$ cat config.mk
export PLATFORM = sky130hd
export DESIGN_NAME = brd_irq_agg
export DESIGN_NICKNAME = d
export VERILOG_FILES = /design/src/rtl/brd_irq_pkg.sv /design/src/rtl/brd_irq_core.sv /design/src/rtl/brd_irq_store.sv /design/src/rtl/brd_irq_rdmux.sv /design/src/rtl/brd_irq_agg.sv
export SDC_FILE = /design/constraint.sdc
export NUM_CORES = 1
export LEC_CHECK = 0
export BUFFER_PORTS_ARGS = -buffer_cell sky130_fd_sc_hd__buf_2
export CORE_AREA = 2 2 176 178
export CTS_CLUSTER_SIZE = 20
export DETAILED_ROUTE_END_ITERATION = 10
export DIE_AREA = 0 0 178 180
export HOLD_SLACK_MARGIN = 0.02
export PLACE_DENSITY = 0.76
export SLEW_MARGIN = 20
export SYNTH_ARGS = -nofsm -noshare
export SYNTH_HDL_FRONTEND = slang
export SYNTH_SLANG_ARGS = --single-unit
$ cat constraint.sdc
create_clock -name clk_i -period 2.8 [get_ports clk_i]
set_input_delay 0.84 -clock clk_i [delete_from_list [all_inputs] [get_ports clk_i]]
set_output_delay 0.84 -clock clk_i [all_outputs]
set_load 0.02 [all_outputs]
$ cat src/rtl/brd_irq_pkg.sv
package brd_irq_pkg;

    localparam int OFF_W    = 8;
    localparam int NSTORE   = 10;
    localparam logic [31:0] WR_MASK = 32'h000F_EEFF;

    localparam logic [OFF_W-1:0] OFF_ENABLE  = 8'hC0;
    localparam logic [OFF_W-1:0] OFF_PENDING = 8'hD0;

    // Offset of each plain storage word, indexed 0..NSTORE-1
    function automatic logic [OFF_W-1:0] store_off(input int idx);
        case (idx)
            0:       store_off = 8'h10;
            1:       store_off = 8'h14;
            2:       store_off = 8'h40;
            3:       store_off = 8'h60;
            4:       store_off = 8'h80;
            5:       store_off = 8'h84;
            6:       store_off = 8'h88;
            7:       store_off = 8'h90;
            8:       store_off = 8'hE0;
            9:       store_off = 8'hE4;
            default: store_off = 8'hFF;
        endcase
    endfunction

    function automatic logic is_mapped(input logic [OFF_W-1:0] off);
        logic hit;
        hit = (off == OFF_ENABLE) || (off == OFF_PENDING);
        for (int i = 0; i < NSTORE; i++) begin
            if (off == store_off(i)) hit = 1'b1;
        end
        return hit;
    endfunction

endpackage

$ cat src/rtl/brd_irq_core.sv
module brd_irq_core #(
    parameter int NIN = 16,
    parameter int DW  = 32,
    parameter logic [DW-1:0] MASK = '1
) (
    input  logic           clk_i,
    input  logic           rst_ni,
    input  logic [NIN-1:0] irq_i,
    input  logic           en_wr_i,
    input  logic           pend_wr_i,
    input  logic [DW-1:0]  wr_data_i,
    output logic [DW-1:0]  en_q_o,
    output logic [DW-1:0]  pend_q_o,
    output logic           irq_o
);

    typedef struct packed {
        logic [DW-1:0] en;
        logic [DW-1:0] pend;
    } core_state_t;

    core_state_t st_d, st_q;
    logic [DW-1:0] cap;

    always_comb begin
        st_d = st_q;
        cap  = '0;
        // capture uses the enable value held before this edge
        cap[NIN-1:0] = irq_i & st_q.en[NIN-1:0];
        if (en_wr_i) begin
            st_d.en = wr_data_i & MASK;
        end
        if (pend_wr_i) begin
            st_d.pend = wr_data_i & MASK;
        end
        // software value first, hardware capture merged on top
        st_d.pend = st_d.pend | (cap & MASK);
    end

    always_ff @(posedge clk_i or negedge rst_ni) begin
        if (!rst_ni) begin
            st_q <= '0;
        end else begin
            st_q <= st_d;
        end
    end

    assign en_q_o   = st_q.en;
    assign pend_q_o = st_q.pend;
    assign irq_o    = |(st_q.pend & st_q.en);

endmodule

$ cat src/rtl/brd_irq_store.sv
module brd_irq_store #(
    parameter int NREG = 10,
    parameter int AW   = 8,
    parameter int DW   = 32
) (
    input  logic                     clk_i,
    input  logic                     rst_ni,
    input  logic                     wr_en_i,
    input  logic [AW-1:0]            addr_i,
    input  logic [DW-1:0]            wr_data_i,
    output logic [NREG-1:0][DW-1:0]  regs_o
);

    import brd_irq_pkg::*;

    typedef struct packed {
        logic [NREG-1:0][DW-1:0] word;
    } store_state_t;

    store_state_t st_d, st_q;
    logic [NREG-1:0] hit;

    for (genvar g = 0; g < NREG; g++) begin : g_hit
        localparam logic [AW-1:0] MY_OFF = AW'(store_off(g));
        assign hit[g] = wr_en_i && (addr_i == MY_OFF);
    end

    always_comb begin
        st_d = st_q;
        for (int i = 0; i < NREG; i++) begin
            if (hit[i]) st_d.word[i] = wr_data_i;
        end
    end

    always_ff @(posedge clk_i or negedge rst_ni) begin
        if (!rst_ni) begin
            st_q <= '0;
        end else begin
            st_q <= st_d;
        end
    end

    assign regs_o = st_q.word;

endmodule

$ cat src/rtl/brd_irq_rdmux.sv
module brd_irq_rdmux #(
    parameter int NREG = 10,
    parameter int AW   = 8,
    parameter int DW   = 32
) (
    input  logic                     clk_i,
    input  logic                     rst_ni,
    input  logic                     rd_en_i,
    input  logic [AW-1:0]            addr_i,
    input  logic [NREG-1:0][DW-1:0]  regs_i,
    input  logic [DW-1:0]            en_i,
    input  logic [DW-1:0]            pend_i,
    output logic [DW-1:0]            rd_data_o
);

    import brd_irq_pkg::*;

    typedef struct packed {
        logic [DW-1:0] data;
    } rd_state_t;

    rd_state_t st_d, st_q;
    logic [DW-1:0] sel;

    always_comb begin
        sel = '0;
        for (int i = 0; i < NREG; i++) begin
            if (addr_i == AW'(store_off(i))) sel = sel | regs_i[i];
        end
        if (addr_i == AW'(OFF_ENABLE))  sel = sel | en_i;
        if (addr_i == AW'(OFF_PENDING)) sel = sel | pend_i;
        st_d = st_q;
        if (rd_en_i) st_d.data = sel;
    end

    always_ff @(posedge clk_i or negedge rst_ni) begin
        if (!rst_ni) begin
            st_q <= '0;
        end else begin
            st_q <= st_d;
        end
    end

    assign rd_data_o = st_q.data;

endmodule

$ cat src/rtl/brd_irq_agg.sv
module brd_irq_agg #(
    parameter int AW  = 8,
    parameter int DW  = 32,
    parameter int NIN = 16
) (
    input  logic           clk_i,
    input  logic           rst_ni,
    input  logic [AW-1:0]  addr_i,
    input  logic           wr_en_i,
    input  logic [DW-1:0]  wr_data_i,
    input  logic           rd_en_i,
    output logic [DW-1:0]  rd_data_o,
    input  logic [NIN-1:0] irq_i,
    output logic           irq_o
);

    import brd_irq_pkg::*;

    localparam int NREG = NSTORE;
    localparam logic [DW-1:0] MASK = DW'(WR_MASK);

    logic                    en_wr, pend_wr;
    logic [DW-1:0]           en_q, pend_q;
    logic [NREG-1:0][DW-1:0] regs;

    assign en_wr   = wr_en_i && (addr_i == AW'(OFF_ENABLE));
    assign pend_wr = wr_en_i && (addr_i == AW'(OFF_PENDING));

    brd_irq_core #(.NIN(NIN), .DW(DW), .MASK(MASK)) u_core (
        .clk_i     (clk_i),
        .rst_ni    (rst_ni),
        .irq_i     (irq_i),
        .en_wr_i   (en_wr),
        .pend_wr_i (pend_wr),
        .wr_data_i (wr_data_i),
        .en_q_o    (en_q),
        .pend_q_o  (pend_q),
        .irq_o     (irq_o)
    );

    brd_irq_store #(.NREG(NREG), .AW(AW), .DW(DW)) u_store (
        .clk_i     (clk_i),
        .rst_ni    (rst_ni),
        .wr_en_i   (wr_en_i),
        .addr_i    (addr_i),
        .wr_data_i (wr_data_i),
        .regs_o    (regs)
    );

    brd_irq_rdmux #(.NREG(NREG), .AW(AW), .DW(DW)) u_rdmux (
        .clk_i     (clk_i),
        .rst_ni    (rst_ni),
        .rd_en_i   (rd_en_i),
        .addr_i    (addr_i),
        .regs_i    (regs),
        .en_i      (en_q),
        .pend_i    (pend_q),
        .rd_data_o (rd_data_o)
    );

endmodule

==> flow_summary_export.csv, run 1 <==
group,metric,value,unit
cts,clockRootBuffer,"clkbuf_16",
power_and_ir_drop,power_density,615,nW/um^2
timing,hold_viol,0,
cells_and_area,utilization,67.3,%
timing,drv_slew,0,
placed_design,dp_hpwl,31900,um
cts,clock_latency,0.53,ns
drt,vias,12400,
timing,maxSlewHeadroom,55.7,%
yosys,synth-edff-count,0,
cells_and_area,final_nets,1531,
placed_design,place.gp.congestion,0.838,
timing,setup_slack,-0.0261,ns
setup_path,end_kind,"output port",
timing,fin_crit_sh,101,%
drt,firstDrtPassIters,8,
power_and_ir_drop,p_total,12.5,mW
power_and_ir_drop,ir_drop,457,uV
outcome,violations,"setup timing",
yosys,async_flop_share,100,%
setup_path,startpoint_type,"flip-flop",
flow_run,cap_violations,0,
cts,clock_path_buffers,3,
outcome,status,"finished with violations",
drt,viasPerCell,6.55,
cts,cts_sinks,388,
timing,rsz0062_at_grt,"true",
yosys,synth-seq-cells,388,
timing,fmax,354,MHz
setup_path,required,1.96,ns
cells_and_area,layout_commonest_cell,"dfrtp_1",
floorplanning,fp.dieH,180,um
yosys,yosysSeqAreaShare,55.5,%
setup_path,worstSetupPathType,"flip-flop to output port",
grt,grt_pass1_wl,76100,um
worst_hold_path,hp-class,"input port to asynchronous set/reset pin",
yosys,syn-instance-count,1357,
grt,grt_use_total,31.4,%
yosys,ys_warn_count,0,
yosys,syn_area,17500,um^2
cells_and_area,layout_common_cells,"388 x dfrtp_1, 312 x mux2_2, 94 x nand2_1, 88 x buf_2, 87 x buf_4",
cells_and_area,syn_to_final_growth,16.1,%
yosys,synth_cell_types,57,
timing,fin_crit,2.83,ns
setup_path,crit_chain,"a22o_1 -> a221oi_2 -> and3_1 -> nand4_1 -> buf_4",
cts,cts_buffers,41,
floorplanning,coreArea,30200,um^2
drt,drtAntennaViolNets,0,
cts,cts_tree,"built",
grt,first_global_vias,12900,
setup_path,worst-path-buf-inv,1,
drt,drtIter0Drc,1295,
cts,path_clk_slew,0.06,ns
timing,setup_viol,1,
setup_path,crit_path_max_fanout,2,
setup_path,reg2reg_depth,5,
floorplanning,die_w,178,um
cts,h-tree-depth,2,
timing,fin_skew,0.0134,ns
power_and_ir_drop,leakagePower,9.90,nW
yosys,syn_nets,1417,
yosys,syn_avg_cell_area,12.9,um^2
timing,worstMarginPinSlew,0.661,ns
floorplanning,num_rows,64,
grt,antenna_found_initial,5,
drt,drt-total-wl,49500,um
setup_path,r2r_end,"u_rdmux.rd_data_o[31]$_DFFE_PN0P_",
floorplanning,start_util,57.9,%
setup_path,critPathTopFamily,"compound AO/OA/AOI/OAI gates",
cells_and_area,drive_gt1_share,41.7,%
setup_path,r2r_start,"u_store.regs_o[159]$_DFFE_PN0P_",
cts,holdBufCountCts,0,
drt,drc,0,
setup_path,critical_path.max_stage_delay,0.38,ns
placed_design,numPortBuffers,90,
setup_path,arrival,1.99,ns
drt,drt-wirelength-per-cell,26.1,um
yosys,synth_top_flop_cell,"dfrtp_1",
grt,gr-total-overflow,0,
floorplanning,io_pins,93,
setup_path,r2r_slack,1.18,ns
grt,grt_max_degree,71,
setup_path,slowest_stage,"dfrtp_1",
floorplanning,dieArea,32000,um^2
flip-flops by register name (all words and copies together), names as in the netlist:
register,cells
u_core.en_q_o,18
u_store.regs_o,320
u_core.pend_q_o,18
u_rdmux.rd_data_o,32
synth_stat cells, types with 3 or more instances:
master,n,area [um^2]
nor3_1,10,50.1
buf_4,4,30.0
o21ai_0,19,95.1
and3_1,5,31.3
and2_1,3,18.8
buf_1,20,75.1
buf_6,3,33.8
mux2i_1,38,380
a31oi_1,20,125
dfrtp_1,388,9710
o32a_1,5,50.1
o32ai_1,6,52.6
o22ai_1,20,125
a222oi_1,22,220
a22o_1,11,96.3
nand3b_1,3,22.5
mux2_2,312,3510
a211oi_1,4,30.0
a21oi_1,25,125
a32oi_1,10,87.6
mux2_1,5,56.3
nand2_1,96,360
o2bb2ai_1,9,78.8
clkbuf_1,61,229
nor2b_1,8,50.1
a221oi_1,15,131
a2bb2oi_1,3,26.3
a22oi_1,51,383
or2_2,3,18.8
mux2_4,30,450
o221ai_1,3,26.3
nand3_1,28,140
buf_2,36,180
nor2_1,50,188
per-layer routing:
metal,GRT usage (%),vias up,part of all wire (%)
met5,0,-,0
met4,14.5,0,4.1
met3,5.60,141,7.3
met2,49.5,604,48
met1,42.5,6421,40
li1,-,5255,-
worst max path at each step:
stage / start / end / slack, ns / depth (start not counted)
after floorplan: addr_i[2] / u_store.regs_o[65]$_DFFE_PN0P_ / 0.27 / 6
after global placement: addr_i[4] / u_rdmux.rd_data_o[5]$_DFFE_PN0P_ / -0.009 / 8
after detailed placement: addr_i[4] / u_rdmux.rd_data_o[5]$_DFFE_PN0P_ / -0.03 / 8
after CTS: u_core.en_q_o[17]$_DFFE_PN0P_ / irq_o / -0.02 / 5
after global routing: u_core.en_q_o[17]$_DFFE_PN0P_ / irq_o / -0.07 / 5
final: u_core.en_q_o[17]$_DFFE_PN0P_ / irq_o / -0.03 / 5
through the flow:
stage	instances	hold WS, ns	setup WS, ns	setup TNS, ns	area, um^2
after floorplan	1357	0.464	0.274	0	17500
after global placement	1820	0.474	-0.00938	-0.0118	19000
after detailed placement	1820	0.483	-0.0317	-0.0317	19000
after CTS	1892	0.329	-0.0186	-0.0186	20300
after global routing	1897	0.344	-0.0676	-0.0676	20300
final	1897	0.311	-0.0261	-0.0261	20300
timing repair:
action	4_1_cts	5_1_grt
pin swaps	2	0
setup buffers	3	1
endpoints found under the setup margin	1	1
gates resized for setup	3	1
worst reg2reg max path: cells and delay by family (launching register included):
kind	cells	cell delay, ns
compound gates	3	0.77
flops	1	0.39
mux	1	0.26
simple gates	1	0.07
where the power goes:
group	internal [mW]	switching, mW	leakage [nW]
clock	3.03	2.15	0.632
combinational	0.472	0.631	3.99
sequential	5.95	0.240	5.28
layout make-up:
| class | count | area, um^2 |
|---|---|---|
| fillers | 2139 | 9880 |
| flip-flops and latches | 388 | 9710 |
| multi-input cells | 843 | 7320 |
| repair buffers | 195 | 1490 |
| clock buffers | 63 | 1240 |
| well taps | 396 | 495 |
| clock inverters | 6 | 33.8 |
| diodes | 4 | 10.0 |
| inverters | 2 | 7.51 |
cells by family (layout without fill, tap and decap cells):
kind of cell / Yosys count / in the layout / synth area share (%)
buffers and inverters: 126 / 266 / 3.18
AND/OR/NAND/NOR: 228 / 228 / 6.34
multiplexers: 385 / 385 / 25.2
flip-flops: 388 / 388 / 55.5
AO/OA/AOI/OAI: 230 / 230 / 9.81
other: 0 / 4 / 0
(Power assumes the default switching activity.)
==> inputs of run 2 (changes only) <==
--- a/config.mk
+++ b/config.mk
@@ -5,14 +5,17 @@
 export SDC_FILE = /design/constraint.sdc
 export NUM_CORES = 1
 export LEC_CHECK = 0
+export ABC_CLOCK_PERIOD_IN_PS = 2800
 export BUFFER_PORTS_ARGS = -buffer_cell sky130_fd_sc_hd__buf_2
-export CORE_AREA = 2 2 176 178
+export CORE_AREA = 2 2 179 181
 export CTS_CLUSTER_SIZE = 20
 export DETAILED_ROUTE_END_ITERATION = 10
-export DIE_AREA = 0 0 178 180
+export DIE_AREA = 0 0 181 183
+export GPL_ROUTABILITY_DRIVEN = 0
 export HOLD_SLACK_MARGIN = 0.02
-export PLACE_DENSITY = 0.76
+export PLACE_DENSITY = 0.77
 export SLEW_MARGIN = 20
 export SYNTH_ARGS = -nofsm -noshare
 export SYNTH_HDL_FRONTEND = slang
+export SYNTH_HIERARCHICAL = 1
 export SYNTH_SLANG_ARGS = --single-unit
==> flow_summary_export.csv, run 2 <==
group,metric,value,unit
setup_path,slowest_stage,"dfrtp_1",
grt,gr-total-overflow,0,
cells_and_area,drive_gt1_share,42.1,%
setup_path,end_kind,"output port",
yosys,yosysTopAreaCellShare,53.3,%
timing,maxSlewHeadroom,27.9,%
yosys,synth_top_cells_by_area,"dfrtp_1 53%, mux2_2 22%, mux2i_1 4.0%",
setup_path,critPathTopFamily,"compound AO/OA/AOI/OAI gates",
yosys,async_flop_share,100,%
grt,first_global_vias,13100,
setup_path,crit_start,"u_core/en_q_o[6]$_DFFE_PN0P_",
setup_path,r2r_slack,1.24,ns
floorplanning,dieArea,33100,um^2
cells_and_area,final_cells,1909,
timing,setup_viol,0,
timing,rsz0062_at_grt,"true",
cts,path_clk_slew,0.06,ns
yosys,syn_avg_cell_area,13.2,um^2
cells_and_area,layout_commonest_cell,"dfrtp_1",
setup_path,crit_end,"irq_o",
timing,fin_skew,0.00743,ns
cts,clock_latency,0.53,ns
setup_path,r2r_end,"u_rdmux/rd_data_o[17]$_DFFE_PN0P_",
worst_hold_path,hp-class,"input port to asynchronous set/reset pin",
placed_design,numPortBuffers,90,
setup_path,reg2reg_depth,4,
flow_run,cap_violations,0,
cells_and_area,final_nets,1539,
grt,grt_pass1_wl,76100,um
yosys,syn_area,18200,um^2
drt,drt-total-wl,48900,um
setup_path,worst-path-buf-inv,1,
timing,fmax,358,MHz
power_and_ir_drop,power_density,599,nW/um^2
yosys,syn-instance-count,1379,
timing,fin_crit,2.80,ns
setup_path,crit_path_max_fanout,2,
setup_path,crit_chain,"a22o_1 -> a221oi_2 -> and3_1 -> nand4_1 -> buf_4",
yosys,synth-edff-count,0,
setup_path,required,1.96,ns
timing,tns,0,ns
power_and_ir_drop,leakagePower,10.0,nW
yosys,synth_top_flop_cell,"dfrtp_1",
setup_path,cp.depth,5,
drt,drt-wirelength-per-cell,25.6,um
drt,drtIter0Drc,1166,
drt,drc,0,
setup_path,r2r_start,"u_core/en_q_o[17]$_DFFE_PN0P_",
cells_and_area,syn_to_final_growth,14.0,%
cells_and_area,layout_common_cells,"388 x dfrtp_1, 362 x mux2_2, 88 x buf_2, 79 x buf_4, 73 x mux2i_1",
drt,drtAntennaViolNets,0,
timing,worstMarginPinSlew,1.08,ns
floorplanning,die_w,181,um
grt,antenna_found_initial,1,
drt,viasPerCell,6.56,
grt,grt_use_total,30.0,%
cells_and_area,fill_cells,2333,
timing,hold_viol,0,
timing,drv_slew,0,
yosys,synth_cell_types,57,
yosys,yosysSeqAreaShare,53.3,%
yosys,synthTopCellsByCount,"388 x dfrtp_1, 362 x mux2_2, 73 x mux2i_1",
yosys,synth-seq-cells,388,
placed_design,dp_hpwl,31100,um
floorplanning,coreArea,31200,um^2
cts,cts_sinks,388,
power_and_ir_drop,ir_drop,472,uV
timing,fin_crit_sh,99.8,%
floorplanning,fp.dieH,183,um
cts,h-tree-depth,2,
yosys,yosysTopAreaCell,"dfrtp_1",
setup_path,arrival,1.96,ns
setup_path,critical_path.max_stage_delay,0.39,ns
placed_design,dpl.cell_count,1835,
setup_path,worstSetupPathType,"flip-flop to output port",
yosys,yosysMostFrequentCell,"dfrtp_1",
floorplanning,io_pins,93,
cts,holdBufCountCts,0,
drt,firstDrtPassIters,6,
cts,clock_path_buffers,3,
setup_path,startpoint_type,"flip-flop",
cts,cts_buffers,40,
drt,vias,12500,
cts,cts_tree,"built",
outcome,status,"complete, no violations",
yosys,ys_warn_count,6,
cells_and_area,largest_reg_flops,320,
floorplanning,num_rows,65,
grt,grt_max_degree,67,
floorplanning,start_util,58.3,%
cts,clockRootBuffer,"clkbuf_16",
==> run 2: cell count changes after synthesis, sizes merged, moves of 14 or more <==
cell	change
nand2	-87
buf	+50
mux2i	+35
a22o	+30
mux2	+20
o221ai	+20
clkbuf	-19
a31oi	-18
o32a	+18
a22oi	+17
a222oi	-15
nand3	-15
inv	+14
==> run 2: worst min-delay path by stage <==
stage | endpoint | cells after the start
floorplan | u_store/regs_o[16]$_DFFE_PN0P_ | 1
global placement | u_store/regs_o[16]$_DFFE_PN0P_ | 1
detailed placement | u_store/regs_o[102]$_DFFE_PN0P_ | 1
CTS | u_store/regs_o[252]$_DFFE_PN0P_ | 1
global route | u_store/regs_o[252]$_DFFE_PN0P_ | 1
finish | u_store/regs_o[252]$_DFFE_PN0P_ | 1
==> run 2: timing repair <==
item | 4_1_cts | 5_1_grt
endpoints found under the setup margin | 1 | 1
gates resized for setup | 1 | 0
buffers inserted | 3 | 1
pin swaps | 2 | 2
==> run 2: per-layer routing <==
layer  vias to the layer above  share of wire [%]  GRT usage (%)
met3                       125                8.2           4.51
met2                       551                 47           48.2
li1                       5311                  -              -
met4                         0                3.5           11.3
met5                         -                  0              0
met1                      6539                 41           41.7
==> run 2: layout make-up <==
cell class	count	area, um^2	area share, %
Inverter	16	60.1	0.289
Timing Repair Buffer	186	1410	6.79
Clock inverter	8	93.8	0.452
Multi-Input combinational cell	847	7780	37.5
Antenna cell	2	5.00	0.0241
Clock buffer	60	1200	5.77
Tap cell	402	503	2.42
Sequential cell	388	9710	46.8
==> run 2: kinds of logic after synthesis <==
| family | share of synthesized area [%] |
|---|---|
| AND/OR/NAND/NOR | 4.24 |
| other | 0.0206 |
| AO/OA/AOI/OAI | 10.9 |
| buffers and inverters | 4.84 |
| multiplexers | 26.7 |
| flip-flops | 53.3 |
==> run 2: power breakdown <==
| part | internal [mW] | leakage, nW | switching [mW] | total, mW |
|---|---|---|---|---|
| clock | 3.12 | 0.640 | 2.13 | 5.26 |
| combinational | 0.471 | 4.16 | 0.639 | 1.11 |
| sequential | 5.90 | 5.25 | 0.169 | 6.07 |
| total | 9.49 | 10.0 | 2.94 | 12.4 |
==> run 2: stage by stage <==
stage	hold slack (ns)	power, mW	area [um^2]	worst slack (ns)	util [%]
3_5_place_dp	0.477	7.25	19400	-0.0129	62.2
6_report	0.272	12.4	20800	0.00456	66.5
4_1_cts	0.291	12.5	20700	0.00421	66.4
5_1_grt	0.301	12.8	20800	-0.0445	66.5
3_3_place_gp	0.466	7.20	19400	-0.0218	62.2
2_1_floorplan	0.454	6.78	18300	0.353	-
